--- config.mk ---
export PLATFORM = sky130hd
export DESIGN_NAME = exbus_ctrl
export DESIGN_NICKNAME = d
export VERILOG_FILES = /design/src/rtl/exbus_pkg.sv /design/src/rtl/exbus_decode.sv /design/src/rtl/exbus_seq.sv /design/src/rtl/exbus_pins.sv /design/src/rtl/exbus_ctrl.sv
export SDC_FILE = /design/constraint.sdc
export NUM_CORES = 1
export LEC_CHECK = 0
export BUFFER_PORTS_ARGS = -buffer_cell sky130_fd_sc_hd__buf_2
export CAP_MARGIN = 0
export CORE_AREA = 2 2 185 187
export DETAILED_ROUTE_END_ITERATION = 8
export DIE_AREA = 0 0 187 189
export PLACE_DENSITY = 0.71
export RECOVER_POWER = 50
export SETUP_SLACK_MARGIN = 0.15
export SLEW_MARGIN = 40
export SYNTH_ARGS = -nofsm -noshare
export SYNTH_HDL_FRONTEND = slang
export SYNTH_SLANG_ARGS = --single-unit
--- constraint.sdc ---
create_clock -name clk -period 3.7 [get_ports clk]
set_input_delay 0.185 -clock clk [delete_from_list [all_inputs] [get_ports clk]]
set_output_delay 0.185 -clock clk [all_outputs]
set_load 0.05 [all_outputs]
--- src/rtl/exbus_pkg.sv ---
package exbus_pkg;

  localparam int AW   = 24;   // external address lines
  localparam int DW   = 16;   // external data width
  localparam int BEW  = DW / 8;
  localparam int PHW  = 4;    // bits per phase count
  localparam int NPH  = 5;    // phases per access
  localparam int BLSB = 9;    // smallest window is 2**BLSB bytes
  localparam int SZW  = 4;    // size code width

  typedef enum logic [2:0] {
    PH_IDLE  = 3'd0,
    PH_ADDR  = 3'd1,
    PH_SETUP = 3'd2,
    PH_STRB  = 3'd3,
    PH_HOLD  = 3'd4,
    PH_RECOV = 3'd5
  } phase_e;

  typedef struct packed {
    logic [AW-BLSB-1:0] base;
    logic [PHW-1:0]     t_recov;
    logic [PHW-1:0]     t_hold;
    logic [PHW-1:0]     t_strb;
    logic [PHW-1:0]     t_setup;
    logic [PHW-1:0]     t_addr;
    logic [SZW-1:0]     size;
    logic               mux;
    logic               moto;
    logic               en;
  } cs_cfg_t;

  localparam int CFGW = $bits(cs_cfg_t);

  typedef struct packed {
    logic           wr;
    logic           moto;
    logic           mux;
    logic [AW-1:0]  addr;
    logic [DW-1:0]  wdata;
    logic [BEW-1:0] be;
  } acc_t;

endpackage

--- src/rtl/exbus_decode.sv ---
module exbus_decode
  import exbus_pkg::*;
#(
  parameter int NCS = 8,
  parameter int CSW = 3
) (
  input  logic [AW-1:0]            addr,
  input  cs_cfg_t                  cfg [NCS],
  output logic                     hit,
  output logic [CSW-1:0]           sel,
  output logic                     sel_moto,
  output logic                     sel_mux,
  output logic [NPH-1:0][PHW-1:0]  sel_len
);

  logic [NCS-1:0] match;

  for (genvar i = 0; i < NCS; i++) begin : g_win
    logic [AW-1:0] keep;
    logic [AW-1:0] base_full;
    assign keep      = {AW{1'b1}} << (BLSB + 32'(cfg[i].size));
    assign base_full = {cfg[i].base, {BLSB{1'b0}}};
    assign match[i]  = cfg[i].en && (((addr ^ base_full) & keep) == '0);
  end

  always_comb begin
    sel = '0;
    for (int i = NCS - 1; i >= 0; i--) begin
      if (match[i]) sel = CSW'(i);
    end
  end

  assign hit      = |match;
  assign sel_moto = cfg[sel].moto;
  assign sel_mux  = cfg[sel].mux;
  assign sel_len  = {cfg[sel].t_recov, cfg[sel].t_hold, cfg[sel].t_strb,
                     cfg[sel].t_setup, cfg[sel].t_addr};

endmodule

--- src/rtl/exbus_seq.sv ---
module exbus_seq
  import exbus_pkg::*;
#(
  parameter int CSW = 3
) (
  input  logic                     clk,
  input  logic                     rst,
  input  logic                     req_valid,
  input  logic                     req_write,
  input  logic [AW-1:0]            req_addr,
  input  logic [DW-1:0]            req_wdata,
  input  logic [BEW-1:0]           req_be,
  input  logic                     hit,
  input  logic [CSW-1:0]           hit_sel,
  input  logic                     hit_moto,
  input  logic                     hit_mux,
  input  logic [NPH-1:0][PHW-1:0]  hit_len,
  output phase_e                   st_d,
  output acc_t                     acc_d,
  output logic [CSW-1:0]           cs_d,
  output logic                     cap,
  output logic                     req_ready,
  output logic                     rsp_err
);

  phase_e                   st_q;
  logic [PHW-1:0]           cnt_q, cnt_d;
  logic [NPH-1:0][PHW-1:0]  len_q, len_d;
  acc_t                     acc_q;
  logic [CSW-1:0]           cs_q;
  logic                     rdy_d, err_d;
  logic [2:0]               stv;

  assign stv = st_q;

  always_comb begin
    st_d  = st_q;
    cnt_d = cnt_q;
    len_d = len_q;
    acc_d = acc_q;
    cs_d  = cs_q;
    rdy_d = 1'b0;
    err_d = 1'b0;
    if (st_q == PH_IDLE) begin
      if (req_valid && !req_ready) begin
        if (hit) begin
          st_d        = PH_ADDR;
          len_d       = hit_len;
          cnt_d       = hit_len[0];
          cs_d        = hit_sel;
          acc_d.wr    = req_write;
          acc_d.moto  = hit_moto;
          acc_d.mux   = hit_mux;
          acc_d.addr  = req_addr;
          acc_d.wdata = req_wdata;
          acc_d.be    = req_be;
        end else begin
          rdy_d = 1'b1;
          err_d = 1'b1;
        end
      end
    end else if (cnt_q == '0) begin
      if (st_q == PH_RECOV) begin
        st_d  = PH_IDLE;
        rdy_d = 1'b1;
      end else begin
        st_d  = phase_e'(stv + 3'd1);
        cnt_d = len_q[stv];
      end
    end else begin
      cnt_d = cnt_q - 1'b1;
    end
  end

  assign cap = (st_q == PH_STRB) && (cnt_q == '0);

  always_ff @(posedge clk) begin
    if (rst) begin
      st_q      <= PH_IDLE;
      cnt_q     <= '0;
      len_q     <= '0;
      acc_q     <= '0;
      cs_q      <= '0;
      req_ready <= 1'b0;
      rsp_err   <= 1'b0;
    end else begin
      st_q      <= st_d;
      cnt_q     <= cnt_d;
      len_q     <= len_d;
      acc_q     <= acc_d;
      cs_q      <= cs_d;
      req_ready <= rdy_d;
      rsp_err   <= err_d;
    end
  end

endmodule

--- src/rtl/exbus_pins.sv ---
module exbus_pins
  import exbus_pkg::*;
#(
  parameter int NCS = 8,
  parameter int CSW = 3
) (
  input  logic            clk,
  input  logic            rst,
  input  phase_e          st_d,
  input  acc_t            acc_d,
  input  logic [CSW-1:0]  cs_d,
  input  logic            cap,
  input  logic [DW-1:0]   ext_data_i,
  output logic [NCS-1:0]  ext_cs_n,
  output logic [AW-1:0]   ext_addr,
  output logic [BEW-1:0]  ext_be_n,
  output logic [DW-1:0]   ext_data_o,
  output logic            ext_data_oe,
  output logic            ext_ale,
  output logic            ext_rd_n,
  output logic            ext_wr_n,
  output logic            ext_rw,
  output logic            ext_ds_n,
  output logic [DW-1:0]   rdata_q
);

  logic act, strb, aph;

  assign act  = (st_d == PH_ADDR) || (st_d == PH_SETUP) ||
                (st_d == PH_STRB) || (st_d == PH_HOLD);
  assign strb = (st_d == PH_STRB);
  assign aph  = (st_d == PH_ADDR);

  for (genvar g = 0; g < NCS; g++) begin : g_cs
    always_ff @(posedge clk) begin
      if (rst) ext_cs_n[g] <= 1'b1;
      else     ext_cs_n[g] <= !(act && (cs_d == CSW'(g)));
    end
  end

  always_ff @(posedge clk) begin
    if (rst) begin
      ext_addr    <= '0;
      ext_be_n    <= '1;
      ext_data_o  <= '0;
      ext_data_oe <= 1'b0;
      ext_ale     <= 1'b0;
      ext_rd_n    <= 1'b1;
      ext_wr_n    <= 1'b1;
      ext_rw      <= 1'b1;
      ext_ds_n    <= 1'b1;
      rdata_q     <= '0;
    end else begin
      ext_addr <= act ? acc_d.addr : '0;
      ext_be_n <= act ? ~acc_d.be : '1;
      ext_rd_n <= !(strb && !acc_d.moto && !acc_d.wr);
      ext_wr_n <= !(strb && !acc_d.moto && acc_d.wr);
      ext_ds_n <= !(strb && acc_d.moto);
      ext_rw   <= !(act && acc_d.moto && acc_d.wr);
      ext_ale  <= aph && acc_d.mux;
      if (aph && acc_d.mux) begin
        ext_data_o  <= acc_d.addr[DW-1:0];
        ext_data_oe <= 1'b1;
      end else if (strb && acc_d.wr) begin
        ext_data_o  <= acc_d.wdata;
        ext_data_oe <= 1'b1;
      end else begin
        ext_data_o  <= '0;
        ext_data_oe <= 1'b0;
      end
      if (cap) rdata_q <= ext_data_i;
    end
  end

endmodule

--- src/rtl/exbus_ctrl.sv ---
module exbus_ctrl
  import exbus_pkg::*;
#(
  parameter int NCS = 8
) (
  input  logic                 clk,
  input  logic                 rst,
  input  logic [NCS*CFGW-1:0]  cfg_flat,
  input  logic                 req_valid,
  input  logic                 req_write,
  input  logic [AW-1:0]        req_addr,
  input  logic [DW-1:0]        req_wdata,
  input  logic [BEW-1:0]       req_be,
  output logic                 req_ready,
  output logic [DW-1:0]        rsp_rdata,
  output logic                 rsp_err,
  output logic [NCS-1:0]       ext_cs_n,
  output logic [AW-1:0]        ext_addr,
  output logic [BEW-1:0]       ext_be_n,
  output logic [DW-1:0]        ext_data_o,
  output logic                 ext_data_oe,
  input  logic [DW-1:0]        ext_data_i,
  output logic                 ext_ale,
  output logic                 ext_rd_n,
  output logic                 ext_wr_n,
  output logic                 ext_rw,
  output logic                 ext_ds_n
);

  localparam int CSW = (NCS > 1) ? $clog2(NCS) : 1;

  cs_cfg_t                  cfg_a [NCS];
  logic                     hit, hit_moto, hit_mux, cap;
  logic [CSW-1:0]           hit_sel, cs_d;
  logic [NPH-1:0][PHW-1:0]  hit_len;
  phase_e                   st_d;
  acc_t                     acc_d;

  for (genvar i = 0; i < NCS; i++) begin : g_cfg
    assign cfg_a[i] = cfg_flat[i*CFGW +: CFGW];
  end

  exbus_decode #(.NCS(NCS), .CSW(CSW)) u_dec (
    .addr     (req_addr),
    .cfg      (cfg_a),
    .hit      (hit),
    .sel      (hit_sel),
    .sel_moto (hit_moto),
    .sel_mux  (hit_mux),
    .sel_len  (hit_len)
  );

  exbus_seq #(.CSW(CSW)) u_seq (
    .clk       (clk),
    .rst       (rst),
    .req_valid (req_valid),
    .req_write (req_write),
    .req_addr  (req_addr),
    .req_wdata (req_wdata),
    .req_be    (req_be),
    .hit       (hit),
    .hit_sel   (hit_sel),
    .hit_moto  (hit_moto),
    .hit_mux   (hit_mux),
    .hit_len   (hit_len),
    .st_d      (st_d),
    .acc_d     (acc_d),
    .cs_d      (cs_d),
    .cap       (cap),
    .req_ready (req_ready),
    .rsp_err   (rsp_err)
  );

  exbus_pins #(.NCS(NCS), .CSW(CSW)) u_pins (
    .clk         (clk),
    .rst         (rst),
    .st_d        (st_d),
    .acc_d       (acc_d),
    .cs_d        (cs_d),
    .cap         (cap),
    .ext_data_i  (ext_data_i),
    .ext_cs_n    (ext_cs_n),
    .ext_addr    (ext_addr),
    .ext_be_n    (ext_be_n),
    .ext_data_o  (ext_data_o),
    .ext_data_oe (ext_data_oe),
    .ext_ale     (ext_ale),
    .ext_rd_n    (ext_rd_n),
    .ext_wr_n    (ext_wr_n),
    .ext_rw      (ext_rw),
    .ext_ds_n    (ext_ds_n),
    .rdata_q     (rsp_rdata)
  );

endmodule

-- After elaboration in Yosys (flattened, before gate mapping)
Cells that the tools add are included.
- register bits: 149
- input port bits: 398
- add/sub/neg operators: 10
- magnitude comparators: 2
- eq/ne operators: 16
- shift operators: 8
- multiplexer cells: 38
- bitwise logic cells: 20
- reduce and logical (&&, ||, !) cells: 60
- operators with widths (kind ; number):
    $shl A24 B32 Y24 const A ; 8
    $and A24 B24 Y24 ; 8
    $logic_not A24 Y1 ; 8
    $xor A24 B24 Y24 ; 8
    $mux W45 ; 3
    $bmux W42 S3 ; 1
    $mux W27 ; 2
    $mux W3 ; 16
    $add A4 B4 Y5 const A ; 8
    $mux W16 ; 2
    $logic_and A1 B1 Y1 ; 26
    $mux W4 ; 6
    $eq A3 B3 Y1 const B ; 6
    $eq A3 B2 Y1 const B ; 5
    $logic_not A1 Y1 ; 15
    $bmux W4 S3 ; 1
    $reduce_or A8 Y1 ; 1
    $mux W1 ; 7
    $eq A3 B1 Y1 const B ; 2
    $logic_not A3 Y1 ; 2
    $reduce_and A3 Y1 ; 2
    $ge A4 B4 Y1 const B ; 1
    $logic_not A4 Y1 ; 1
    $lt A3 B4 Y1 const B ; 1
    9 further kinds ; 14

-- Logic depth before layout (Yosys ltp)
- word-level depth: 24
- depth in mapped cells: 18
- gate-level depth less buffers: 14

-- By module
Synthesis repeated with hierarchy kept, for this count alone.
- cell total of the unflattened synthesis: 1458
- area, all modules: 11980.2 um2
- modules (own cells, without submodules) (module ; instances ; cells each ; area an instance (um2) ; sequential area each (um2)):
    exbus_decode ; 1 ; 912 ; 6079.6 ; 0.0
    exbus_seq ; 1 ; 316 ; 3400.8 ; 1461.4
    exbus_pins ; 1 ; 230 ; 2499.9 ; 1441.4

-- Worst setup path before layout
No wires, ideal clock.
- path type: in2reg
- start point: input cfg_flat[87]
- end point: register u_pins.ext_data_o[12]
- arrival time: 3.402 ns
- required time: 3.626 ns
- slack: 0.224 ns
- stages: 17
- cell sequence: buf_2 inv_1 ha_1 clkbuf_1 nor2b_1 a21oi_1 o221ai_1 o2111ai_1 a2111oi_2 o31ai_4 a31oi_1 nand3_1 and3b_1 o41ai_1 nand3_1 clkbuf_1 o21ai_0
- cells in the longest elaborated chain, start to end: 17
- elaborated cells on any way between the ends: 25
- classes of those cells: 1 x add/sub; 2 x eq/ne; 1 x shift; 14 x mux; 2 x bitwise; 5 x reduce/logical
- RTL lines (item ; RTL line ; source):
    start: declaration ; exbus_ctrl.sv:8 ; input logic [NCS*CFGW-1:0] cfg_flat,
    $add A4 B4 Y5 (*) ; exbus_decode.sv:21 ; assign keep = {AW{1'b1}} << (BLSB + 32'(cfg[i].size));
    $shl A24 B32 Y24 (*) ; exbus_decode.sv:21 ;
    $and A24 B24 Y24 (*) ; exbus_decode.sv:23 ; assign match[i] = cfg[i].en && (((addr ^ base_full) & keep) == '0);
    $logic_not A24 Y1 (*) ; exbus_decode.sv:23 ;
    $logic_and A1 B1 Y1 (*) ; exbus_decode.sv:23 ;
    $mux W3 (3 in a row) ; exbus_decode.sv:29 ; if (match[i]) sel = CSW'(i);
    $not A3 Y4 (not written as such) ; exbus_decode.sv:35 ; assign sel_mux = cfg[sel].mux;
    $bmux W42 S3 ; exbus_decode.sv:35 ;
    $mux W27 (2 in a row) ; -- ;
    $mux W45 ; exbus_seq.sv:46 ; if (hit) begin
    $mux W45 ; exbus_seq.sv:45 ; if (req_valid && !req_ready) begin
    $mux W45 ; exbus_seq.sv:44 ; if (st_q == PH_IDLE) begin
    $logic_and A1 B1 Y1 ; exbus_pins.sv:61 ; if (aph && acc_d.mux) begin
    $mux W16 (*) ; exbus_pins.sv:61 ;
    end signal: assignment ; exbus_pins.sv:62 ; ext_data_o <= acc_d.addr[DW-1:0];
    end signal: assignment ; exbus_pins.sv:65 ; ext_data_o <= acc_d.wdata;
    end: declaration ; exbus_pins.sv:17 ; output logic [DW-1:0] ext_data_o,
Every way passes the cells marked *; elsewhere a longest branch is shown, timed or not. The select of a mux whose other input is x is not followed.
A chain may end at the register's enable or synchronous reset.

-- Worst setup path in the final report
- start point: input cfg_flat[297]
- end point: register u_pins.ext_rw
- cells in the longest elaborated chain, start to end: 23
- elaborated cells on any way between the ends: 34
- classes of those cells: 1 x add/sub; 4 x eq/ne; 1 x shift; 17 x mux; 2 x bitwise; 9 x reduce/logical
- RTL lines (item ; RTL line ; source):
    $add A4 B4 Y5 (*) ; exbus_decode.sv:21 ;
    $shl A24 B32 Y24 (*) ; exbus_decode.sv:21 ;
    $and A24 B24 Y24 (*) ; exbus_decode.sv:23 ;
    $logic_not A24 Y1 (*) ; exbus_decode.sv:23 ;
    $logic_and A1 B1 Y1 (*) ; exbus_decode.sv:23 ;
    $mux W3 (8 in a row) ; exbus_decode.sv:29 ;
    $not A3 Y4 (not written as such) ; exbus_decode.sv:34 ; assign sel_moto = cfg[sel].moto;
    $bmux W42 S3 ; exbus_decode.sv:34 ;
    $mux W27 (not written as such) (2 in a row) ; exbus_decode.sv:34 ;
    $mux W45 ; exbus_seq.sv:46 ;
    $mux W45 ; exbus_seq.sv:45 ;
    $mux W45 ; exbus_seq.sv:44 ;
    $logic_and A1 B1 Y1 ; exbus_pins.sv:59 ; ext_rw <= !(act && acc_d.moto && acc_d.wr);
    $logic_and A1 B1 Y1 (*) ; exbus_pins.sv:59 ;
    $logic_not A1 Y1 (*) ; exbus_pins.sv:59 ;
    end signal: assignment ; exbus_pins.sv:59 ;
    end: declaration ; exbus_pins.sv:22 ; output logic ext_rw,
Marks and branches as above.

==> impl_metrics.env <==
export IMPL_status="finished, final reports clean"
export IMPL_synth_warnings=0
export IMPL_syn_nets=1889
export IMPL_via_count=13873
export IMPL_ys_seq_elements=145
export IMPL_htreeDepth=4
export IMPL_pin_count=472
export IMPL_r2r_setup_slack_ps=800
export IMPL_timing_final_crit_share=0.905
export IMPL_async_flop_share=0
export IMPL_drc_errors=0
export IMPL_layout_common_cells="buf_2, buf_4, dfxtp_1, nand2_1, mux2i_1"
export IMPL_dpl_hpwl_mm=42.1
export IMPL_drive_gt1_frac=0.316
export IMPL_final_common_cell="buf_2"
export IMPL_powerDensity_nw_per_um2=338
export IMPL_gp_congestion=0.964
export IMPL_core_sq_um=33300
export IMPL_fmax_mhz=299
export IMPL_grt_setup_unrepaired="no"
export IMPL_leakage_nw=7.09
export IMPL_worstPathArrival_ps=3640
export IMPL_ant_nets=0
export IMPL_rows=67
export IMPL_skew_ps=11.7
export IMPL_cts_num_sinks=145
export IMPL_yosysSeqAreaShare=0.252
export IMPL_worstMarginPinSlew_ps=836
export IMPL_grt_overflow=0
export IMPL_clk_latency_ps=420
export IMPL_grt_pass1_vias=13420
export IMPL_fillers=3387
export IMPL_relSlewSlack=0.442
export IMPL_grt_max_degree=69
export IMPL_ff_latch_area_sq_um=2900
export IMPL_maxSlewViolCount=0
export IMPL_synthesis_area_sq_um=11500
export IMPL_cts_buffer_depth=2
export IMPL_max_cap_violations=0
export IMPL_nets=2456
export IMPL_ctsRootBufferMaster="clkbuf_16"
export IMPL_synthCells=1465
export IMPL_die_h_um=189
export IMPL_synth_avg_cell_area_sq_um=7.86
export IMPL_area_delta_synth_final_pct=39.5
export IMPL_wl_per_cell_um=20.9
export IMPL_utilization=0.483
export IMPL_multi_input_area_sq_um=8060
export IMPL_worstPathMaxFanout=7
export IMPL_whs_ps=17.3
export IMPL_antenna_found_initial=7
export IMPL_wl_mm=52.2
export IMPL_start_util=0.346
export IMPL_fin_tns_setup_ps=0
export IMPL_fin_crit_ps=3350
export IMPL_ys_types=79
export IMPL_drt_iter0_markers=1192
export IMPL_peakVddDrop_v=0.000323
export IMPL_cts_setup_buffers=0
export IMPL_setup_viol=0
export IMPL_synth_edf_count=0
export IMPL_dieArea_sq_um=35300
export IMPL_min_path_type="input pin to flip-flop"
export IMPL_ys_dominant_reg_cell="dfxtp_1"
export IMPL_numCtsBuffers=17
export IMPL_dpl_cell_count=2450
export IMPL_required_ps=3990
export IMPL_grt_util_all_layers=0.281
export IMPL_grt_pass1_wl_mm=77.5
export IMPL_cts_tree="yes"
export IMPL_die_w_um=187
export IMPL_io_buffer_count=471
export IMPL_final_cells=2500
export IMPL_firstDrtPassIters=6
export IMPL_crit_type="input pin to flip-flop"
export IMPL_critPathCaptureType="flip-flop"
export IMPL_finalHoldViolCount=0
export IMPL_path_clk_slew_ps=70
export IMPL_drt_vias_per_instance=5.55
export IMPL_cp_start_kind="input pin"
==> layer usage <==
metal	part of all wire	wire length (um)	up-vias	track usage
li1	-	-	6512	-
met1	0.44	23000	6586	0.382
met2	0.45	23300	660	0.443
met3	0.075	3890	111	0.0462
met4	0.037	1920	4	0.111
met5	0.00046	24	-	0
==> repair_timing <==
| action | 4_1_cts | 5_1_grt |
|---|---|---|
| setup endpoints to repair | 0 | 40 |
| endpoints found under the hold margin | 11 | 0 |
| hold buffers | 11 | 0 |
| gates resized for setup | 0 | 17 |
==> report_power, final <==
group	switching [mW]	total (mW)	internal [mW]	leakage [nW]
clock	0.734	1.70	0.967	0.287
sequential	0.0591	1.69	1.63	1.17
combinational	1.19	2.04	0.843	5.64
total	1.99	5.43	3.44	7.09
==> synthesized netlist by cell type, types with 10 or more instances <==
cell type | count | area (sq um)
a21o_1 | 11 | 82.6
a21oi_1 | 98 | 490
a221o_1 | 10 | 100
a221oi_1 | 33 | 289
a22o_1 | 24 | 210
a22oi_1 | 31 | 233
a31oi_1 | 25 | 156
and2_1 | 11 | 68.8
buf_2 | 43 | 215
clkbuf_1 | 61 | 229
dfxtp_1 | 145 | 2900
ha_1 | 26 | 325
inv_1 | 48 | 180
mux2i_1 | 126 | 1260
nand2_1 | 128 | 480
nand2b_1 | 15 | 93.8
nand3_1 | 31 | 155
nand4_1 | 13 | 81.3
nor2_1 | 119 | 447
nor2b_1 | 11 | 68.8
nor3_1 | 19 | 95.1
o21ai_0 | 105 | 526
o22ai_1 | 11 | 68.8
xnor2_1 | 64 | 561
xor2_1 | 73 | 639
==> path summary, 6_finish.rpt <==
check                                     endpoint                from  cells after the start
worst min register to register  u_pins.rdata_q[13]  u_pins.rdata_q[13]                      2
worst max-delay path                 u_pins.ext_rw       cfg_flat[297]                     16
worst min-delay path            u_pins.rdata_q[13]      ext_data_i[13]                      3
worst max register to register     u_pins.ext_wr_n       u_seq.st_q[0]                      8
==> registers in the layout (all words and copies together), names as in the netlist <==
name	cells
u_seq.acc_q	45
u_pins.ext_addr	24
u_pins.ext_data_o	16
u_pins.rdata_q	16
u_seq.len_q	16
u_pins.ext_cs_n	8
u_seq.cnt_q	4
u_seq.cs_q	3
u_seq.st_q	3
u_pins.ext_be_n	2
u_pins.ext_ale	1
u_pins.ext_data_oe	1
u_pins.ext_ds_n	1
u_pins.ext_rd_n	1
u_pins.ext_rw	1
u_pins.ext_wr_n	1
u_seq.req_ready	1
u_seq.rsp_err	1
==> cells by family after synthesis <==
logic type,synth area share
AO/OA/AOI/OAI,0.282
buffers and inverters,0.0563
multiplexers,0.116
XOR/XNOR,0.104
AND/OR/NAND/NOR,0.161
flip-flops,0.252
adder cells (fa/ha/maj),0.0283
==> through the flow <==
step | setup WS (ps) | total power [mW] | instance area (sq um)
after detailed placement | -229 | 3.70 | 15400
after floorplan | 224 | 2.88 | 11500
after CTS | 195 | 5.40 | 16100
after global routing | 81.9 | 5.68 | 16100
after global placement | -190 | 3.68 | 15400
final | 352 | 5.43 | 16100
==> critical path, stage by stage <==
cell	delay, ps
buf_2	110
ha_1	240
buf_4	170
nand3_1	60
mux2i_1	110
a221o_1	380
a222oi_1	380
o2111ai_2	230
a21bo_2	300
nand3_1	170
a31oi_2	400
buf_4	190
mux2i_1	80
mux2_2	280
o22ai_1	220
o21ai_0	130
==> cell type report <==
cell class	instances	area share
repair buffers	657	0.234
multi-input cells	1162	0.502
clock buffers	18	0.0273
flip-flops and latches	145	0.181
diodes	7	0.00109
inverters	49	0.0115
clock inverters	14	0.00896
well taps	448	0.0349
(Power assumes the default switching activity.)
